[config.mk]
export PLATFORM = sky130hd
export DESIGN_NAME = irq_vec_ctrl
export DESIGN_NICKNAME = d
export VERILOG_FILES = /design/src/rtl/irq_vec_pkg.sv /design/src/rtl/irq_edge_flags.sv /design/src/rtl/irq_prio_pick.sv /design/src/rtl/irq_vec_ctrl.sv
export SDC_FILE = /design/constraint.sdc
export NUM_CORES = 1
export LEC_CHECK = 0
export ABC_AREA = 0
export BUFFER_PORTS_ARGS = -buffer_cell sky130_fd_sc_hd__buf_4
export CAP_MARGIN = 20
export CORE_MARGIN = 5
export CORE_UTILIZATION = 46
export CTS_CLUSTER_SIZE = 10
export DETAILED_ROUTE_END_ITERATION = 8
export MAX_ROUTING_LAYER = met4
export PLACE_DENSITY = 0.85
export SLEW_MARGIN = 20
export SYNTH_ARGS = -nofsm -noshare
export SYNTH_HDL_FRONTEND = slang
export SYNTH_SLANG_ARGS = --single-unit
[constraint.sdc]
create_clock -name clk -period 1.5 [get_ports clk]
set_input_delay 0.225 -clock clk [delete_from_list [all_inputs] [get_ports clk]]
set_output_delay 0.225 -clock clk [all_outputs]
set_load 0.02 [all_outputs]
[src/rtl/irq_vec_pkg.sv]
package irq_vec_pkg;
    typedef enum logic [0:0] {
        ST_RUN   = 1'b0,
        ST_ISSUE = 1'b1
    } irq_state_e;
endpackage

[src/rtl/irq_edge_flags.sv]
module irq_edge_flags #(
    parameter int N = 6
) (
    input  logic         clk,
    input  logic         rst_n,
    input  logic [N-1:0] req,
    input  logic [N-1:0] clr_one,
    input  logic         clr_all,
    output logic [N-1:0] pend
);
    logic [N-1:0] req_q;

    for (genvar g = 0; g < N; g++) begin : g_flag
        always_ff @(posedge clk or negedge rst_n) begin
            if (!rst_n) begin
                req_q[g] <= 1'b0;
                pend[g]  <= 1'b0;
            end else begin
                req_q[g] <= req[g];
                if (clr_all)
                    pend[g] <= 1'b0;
                else if (req[g] && !req_q[g])
                    pend[g] <= 1'b1;
                else if (clr_one[g])
                    pend[g] <= 1'b0;
            end
        end
    end
endmodule

[src/rtl/irq_prio_pick.sv]
module irq_prio_pick #(
    parameter int N     = 7,
    parameter int IDX_W = 3
) (
    input  logic [N-1:0]     cand,
    output logic             found,
    output logic [IDX_W-1:0] idx
);
    always_comb begin
        found = 1'b0;
        idx   = '0;
        for (int i = N - 1; i >= 0; i--) begin
            if (cand[i]) begin
                found = 1'b1;
                idx   = IDX_W'(i);
            end
        end
    end
endmodule

[src/rtl/irq_vec_ctrl.sv]
module irq_vec_ctrl
    import irq_vec_pkg::*;
#(
    parameter int NUM_SRC    = 6,
    parameter int ADDR_W     = 8,
    parameter int SLOT_WORDS = 1
) (
    input  logic               clk,
    input  logic               rst_n,
    input  logic               rst_req,
    input  logic [NUM_SRC-1:0] irq_req,
    input  logic [NUM_SRC-1:0] irq_en,
    input  logic               gie_set,
    input  logic               gie_clr,
    input  logic               reti,
    input  logic               core_busy,
    output logic               gie,
    output logic               irq_pending,
    output logic [ADDR_W-1:0]  vec_addr,
    output logic [NUM_SRC:0]   ack
);
    localparam int NSLOT = NUM_SRC + 1;
    localparam int IDX_W = $clog2(NSLOT);

    irq_state_e         state_q, state_d;
    logic [IDX_W-1:0]   win_q;
    logic               rst_pend_q;
    logic [NUM_SRC-1:0] pend;
    logic [NSLOT-1:0]   cand;
    logic               found;
    logic [IDX_W-1:0]   pick;
    logic               accept;

    irq_edge_flags #(.N(NUM_SRC)) u_flags (
        .clk     (clk),
        .rst_n   (rst_n),
        .req     (irq_req),
        .clr_one (ack[NSLOT-1:1]),
        .clr_all (ack[0]),
        .pend    (pend)
    );

    assign cand = {pend & irq_en & {NUM_SRC{gie && !core_busy}}, rst_pend_q};

    irq_prio_pick #(.N(NSLOT), .IDX_W(IDX_W)) u_pick (
        .cand  (cand),
        .found (found),
        .idx   (pick)
    );

    assign accept = (state_q == ST_RUN) && found;

    // next-state logic
    always_comb begin
        state_d = state_q;
        unique case (state_q)
            ST_RUN:   if (found) state_d = ST_ISSUE;
            ST_ISSUE: state_d = ST_RUN;
            default:  state_d = ST_RUN;
        endcase
    end

    // state register and the registers it steers
    always_ff @(posedge clk or negedge rst_n) begin
        if (!rst_n) begin
            state_q    <= ST_RUN;
            win_q      <= '0;
            gie        <= 1'b0;
            rst_pend_q <= 1'b0;
        end else begin
            state_q <= state_d;
            if (accept)
                win_q <= pick;
            if (accept)
                gie <= 1'b0;
            else if (gie_set || reti)
                gie <= 1'b1;
            else if (gie_clr)
                gie <= 1'b0;
            if (rst_req)
                rst_pend_q <= 1'b1;
            else if (ack[0])
                rst_pend_q <= 1'b0;
        end
    end

    // outputs
    always_comb begin
        ack         = '0;
        vec_addr    = '0;
        irq_pending = 1'b0;
        unique case (state_q)
            ST_RUN: irq_pending = found;
            ST_ISSUE: begin
                ack[win_q] = 1'b1;
                vec_addr   = ADDR_W'(win_q) * ADDR_W'(SLOT_WORDS);
            end
            default: ;
        endcase
    end
endmodule

After elaboration in Yosys (flattened, before gate mapping)
Cells that the tools add are included.
{"block": "op_classes", "magnitude_cmp": 2, "muxes": 44, "bitwise_logic": 3, "n_reduce_logical": 25}
{"cell": "1-bit 2-to-1 mux", "n": 33}
{"cell": "3-bit 2-to-1 mux", "n": 8}
{"cell": "3-bit nonzero test", "n": 7}
{"cell": "6-bit bitwise AND", "n": 2}
{"cell": "1-bit logical AND", "n": 9}
{"cell": "1-bit logical NOT", "n": 7}
{"cell": "7-bit 2-to-1 mux", "n": 1}
{"cell": "3-bit by 4-bit less-than comparator with 1-bit output (second input constant)", "n": 1}
{"cell": "1-bit demux with 3-bit select", "n": 1}
{"cell": "3-bit by 1-bit greater-or-equal comparator with 1-bit output (second input constant)", "n": 1}
{"cell": "1-bit case mux with 2 select lines", "n": 1}
{"cell": "2-bit nonzero test", "n": 1}
{"cell": "1-bit logical OR", "n": 1}
{"cell": "1-bit inverter", "n": 1}
{"block": "totals", "register_bits": 18, "inputBits": 19, "output_inout_bits": 17}

Longest topological paths before layout
{"block": "logic_depth", "depth_word": 12, "ltp_mapped": 4, "depth_no_buf": 4}

Hierarchy
Synthesis repeated with hierarchy kept, for this count alone.
{"block": "hier_totals", "hier_cells": 85, "area_unflattened_um2": 907.1}
{"mod": "irq_edge_flags", "instances": 1, "cells_each": 30, "area_per_inst_um2": 450.4, "seq_area_each_um2": 300.3}
{"mod": "irq_vec_ctrl", "instances": 1, "cells_each": 44, "area_per_inst_um2": 390.4, "seq_area_each_um2": 150.1}
{"mod": "irq_prio_pick", "instances": 1, "cells_each": 11, "area_per_inst_um2": 66.3, "seq_area_each_um2": 0.0}

Least setup slack after synthesis
OpenSTA, ideal clock, no wires.
{"block": "synth_path", "kind": "register to register", "start": "reg state_q", "end": "reg u_flags.pend[2]", "arrival_time_ns": 1.313, "required_time_ns": 1.360, "setup_slack_ns": 0.047, "path_stages_with_launch": 5, "synth_period_minus_slack_ns": 1.453, "path_cell_list": "dfrtp_1 nand2_1 nor3b_1 nand2b_1 a21oi_1"}
{"block": "synth_between", "elab_chain_len": 2, "word_cells_on_any_way": 3, "cone_classes": "2 x mux; 1 x reduce/logical"}
{"item": "start, declared", "line": "irq_vec_ctrl.sv:25", "text": "irq_state_e state_q, state_d;"}
{"item": "start signal, assigned", "line": "irq_vec_ctrl.sv:71", "text": "state_q <= state_d;"}
{"item": "7-bit 2-to-1 mux", "line": "irq_vec_ctrl.sv:92", "text": "unique case (state_q)"}
{"item": "net ack[3]", "line": "irq_vec_ctrl.sv:20", "text": "output logic [NUM_SRC:0] ack"}
{"item": "3-bit nonzero test (no source line)"}
{"item": "end signal, assigned by index", "line": "irq_edge_flags.sv:21", "text": "pend[g] <= 1'b0;"}
{"item": "end signal, assigned by index", "line": "irq_edge_flags.sv:23", "text": "pend[g] <= 1'b1;"}
{"item": "end signal, assigned by index", "line": "irq_edge_flags.sv:25", "text": "pend[g] <= 1'b0;"}
{"item": "end, declared", "line": "irq_edge_flags.sv:9", "text": "output logic [N-1:0] pend"}
The timed path passes the listed nets, and every way through them passes these cells.
A chain may end at the register's enable or synchronous reset.

Final worst setup path
{"block": "layout_path", "start": "reg u_flags.pend[4]", "end": "out irq_pending"}
{"block": "layout_between", "elab_chain_len": 9}
{"item": "start signal, assigned by index", "line": "irq_edge_flags.sv:17", "text": "pend[g] <= 1'b0;"}
{"item": "start signal, assigned by index", "line": "irq_edge_flags.sv:21"}
{"item": "start signal, assigned by index", "line": "irq_edge_flags.sv:23"}
{"item": "6-bit bitwise AND (2 in a row)", "line": "irq_vec_ctrl.sv:43", "text": "assign cand = {pend & irq_en & {NUM_SRC{gie && !core_busy}}, rst_pend_q};"}
{"item": "1-bit 2-to-1 mux (6 in a row)", "line": "irq_prio_pick.sv:13", "text": "if (cand[i]) begin"}
{"item": "1-bit 2-to-1 mux", "line": "irq_vec_ctrl.sv:92"}
{"item": "end, declared", "line": "irq_vec_ctrl.sv:18", "text": "output logic irq_pending,"}
Every way passes these cells.

==> metrics.txt <==
run status finished with violations; failing checks setup timing; Max FO, Critical Path 2; Period minus WS final 1.66 ns; vias per cell 5.23; Post-synth top flop dfrtp_1; max-slew violation count 0; highest metal used met4; RR Startpoint u_flags.pend[4]; CTS Buf Count 3; worst setup margin -0.159 ns; CP required 1.27 ns; Setup Crit Path Kind flop to primary output; synthesized instance count 86; Clock Tree Buf Depth 2; flop2flop setup slack 0 ns; clk_skew 0.00335 ns; peak supply drop 975 µV; vias in the first global route 787; Initial Utilization 49.7%; Yosys top cell area share 50.8%; dpl ws 0.0663 ns; largest net degree at the start of global routing 19; reg2reg path depth 4; Final period util 111%; YS warnings 0; Synth async-reset ratio 100%; register area share after synthesis 50.8%; RR Endpoint win_q[1]; layout cells sized above 1 50.4%; Tot Pwr 2020 µW; Layout fillers 130; final hold violation count 0; drt pass-1 iters 4; clk sinks 18; RSZ-0062 raised after global routing yes; area grow syn2layout 50.1%; Core ar. 0.00178 mm²; Avg Inst Size Synth 10.3 µm²; top post-synthesis cells by area dfrtp_1 51%, nand2b_1 7.8%, buf_4 5.1%, a21oi_1 4.0%, mux2_4 3.4%; pwr dens 1520 mW/mm²; I/O pins 36; Die Span Y 53.9 µm; mapped cell area 886 µm²; area of the multi-input gates 462 µm²; top-count cell post-synth dfrtp_1; Post-synth top cells 18 x dfrtp_1, 11 x nand2b_1, 7 x a21oi_1, 7 x nand2_1, 6 x buf_4; Detail Placement HPWL 1530 µm; Post-synth EDFFs 0; Final GP Congestion 0.817; root buf cell clkbuf_4; Rows 15; drt wl/cell 15.4 µm; H-tree depth 1; Static Leak 0.000643 µW; max cap viols 0; initial antenna violation count 0; cell taking the most area after synthesis dfrtp_1; GRT Resource Usage Total 16.6%; Synth Register Bits 18; die width 53.9 µm; Worst Hold End u_flags.req_q[0]; Yosys cell types 28; WL met1 908 µm; antenna diode count 0; total routed wirelength 2340 µm; HP Class input port to flop; total gr overflow 0; DR WL met2 1210 µm; worst hold path depth 1; TritonCTS clock tree yes; register area 455 µm²; Clock transition at path regs 0.09 ns; clk_lat worst skew 0.30 ns; Vias 795; met3 WL 170 µm; total negative slack -0.159 ns; final core utilization 74.6%; Nets 148; Port Buffers 30; # setup viols final 1; CP endpoint kind primary output; DR iter-0 viols 30; first-pass GRT wire length 3390 µm; DRC 0; startpoint class of the critical path flop; hold_sp irq_req[0]; Worst Path Arrival 1.43 ns; Fmax 603 MHz; die area 0.00290 mm²; Final ANT Viol Nets 0
-- layout by cell type (no fill, tap or decap), types with 3 or more instances in the layout --
master / count
a21oi_1: 7
conb_1: 5
dfrtp_1: 14
clkbuf_4: 3
nand2b_1: 10
buf_4: 32
buf_6: 6
and2_1: 3
o21ai_0: 4
dfrtp_2: 4
nand2_1: 6
-- through the flow --
step	cells	hold WS, ns	cell area (µm²)
3_5_place_dp	139	0.103	1120
2_1_floorplan	90	-0.0706	901
4_1_cts	145	0.0324	1210
5_1_grt	152	0.0277	1330
6_report	152	0.0373	1330
3_3_place_gp	139	0.102	1120
-- cells by family after synthesis --
family | Yosys count | share of synthesized area, %
buffers and inverters | 11 | 7.49
AO/OA/AOI/OAI | 19 | 13.8
multiplexers | 2 | 3.39
flip-flops | 18 | 50.8
AND/OR/NAND/NOR | 35 | 24.0
other | 1 | 0.423
-- report_power, final --
group / leakage, µW / internal (µW) / switching, µW
registers: 0.000216 / 621 / 138
logic: 0.000412 / 533 / 494
clock network: 0.0000138 / 93.7 / 143
-- metal layers --
metal  vias up  track usage, %
met3         7            2.77
met5         -               -
met2        42            26.4
met4         0            7.66
li1        365               -
met1       381            20.6
-- registers in the layout, indices dropped and copies added (netlist names) --
register       flops
u_flags.pend       6
u_flags.req_q      6
win_q              3
gie                1
rst_pend_q         1
state_q            1
-- timing repair --
action	CTS	global route
endpoints found under the setup margin	7	10
gates resized for setup	13	13
hold buffers	1	0
endpoints found under the hold margin	18	0
pin swaps	3	5
setup buffers	2	7
-- area by class of cell --
cell class | count | share of cell area (%)
Clock buffer | 3 | 1.69
Inverter | 3 | 0.847
Multi-Input combinational cell | 61 | 34.7
Sequential cell | 18 | 34.2
Tap cell | 25 | 2.35
Timing Repair Buffer | 42 | 26.2
-- critical path, cell delays in order (launching register included) --
cell	delay (ns)
dfrtp_1	0.39
a222oi_1	0.38
a21o_2	0.21
inv_2	0.04
buf_6	0.12
-- worst max-delay path by stage --
stage               cells after the start  slack [ns]               to            start
floorplan                               4        0.05  u_flags.pend[2]          state_q
finish                                  4       -0.16      irq_pending  u_flags.pend[4]
CTS                                     4       -0.17      irq_pending  u_flags.pend[3]
detailed placement                      4        0.07      irq_pending  u_flags.pend[4]
global placement                        4        0.07      irq_pending  u_flags.pend[4]
global route                            5       -0.22      irq_pending  u_flags.pend[1]
(Power assumes the default switching activity.)
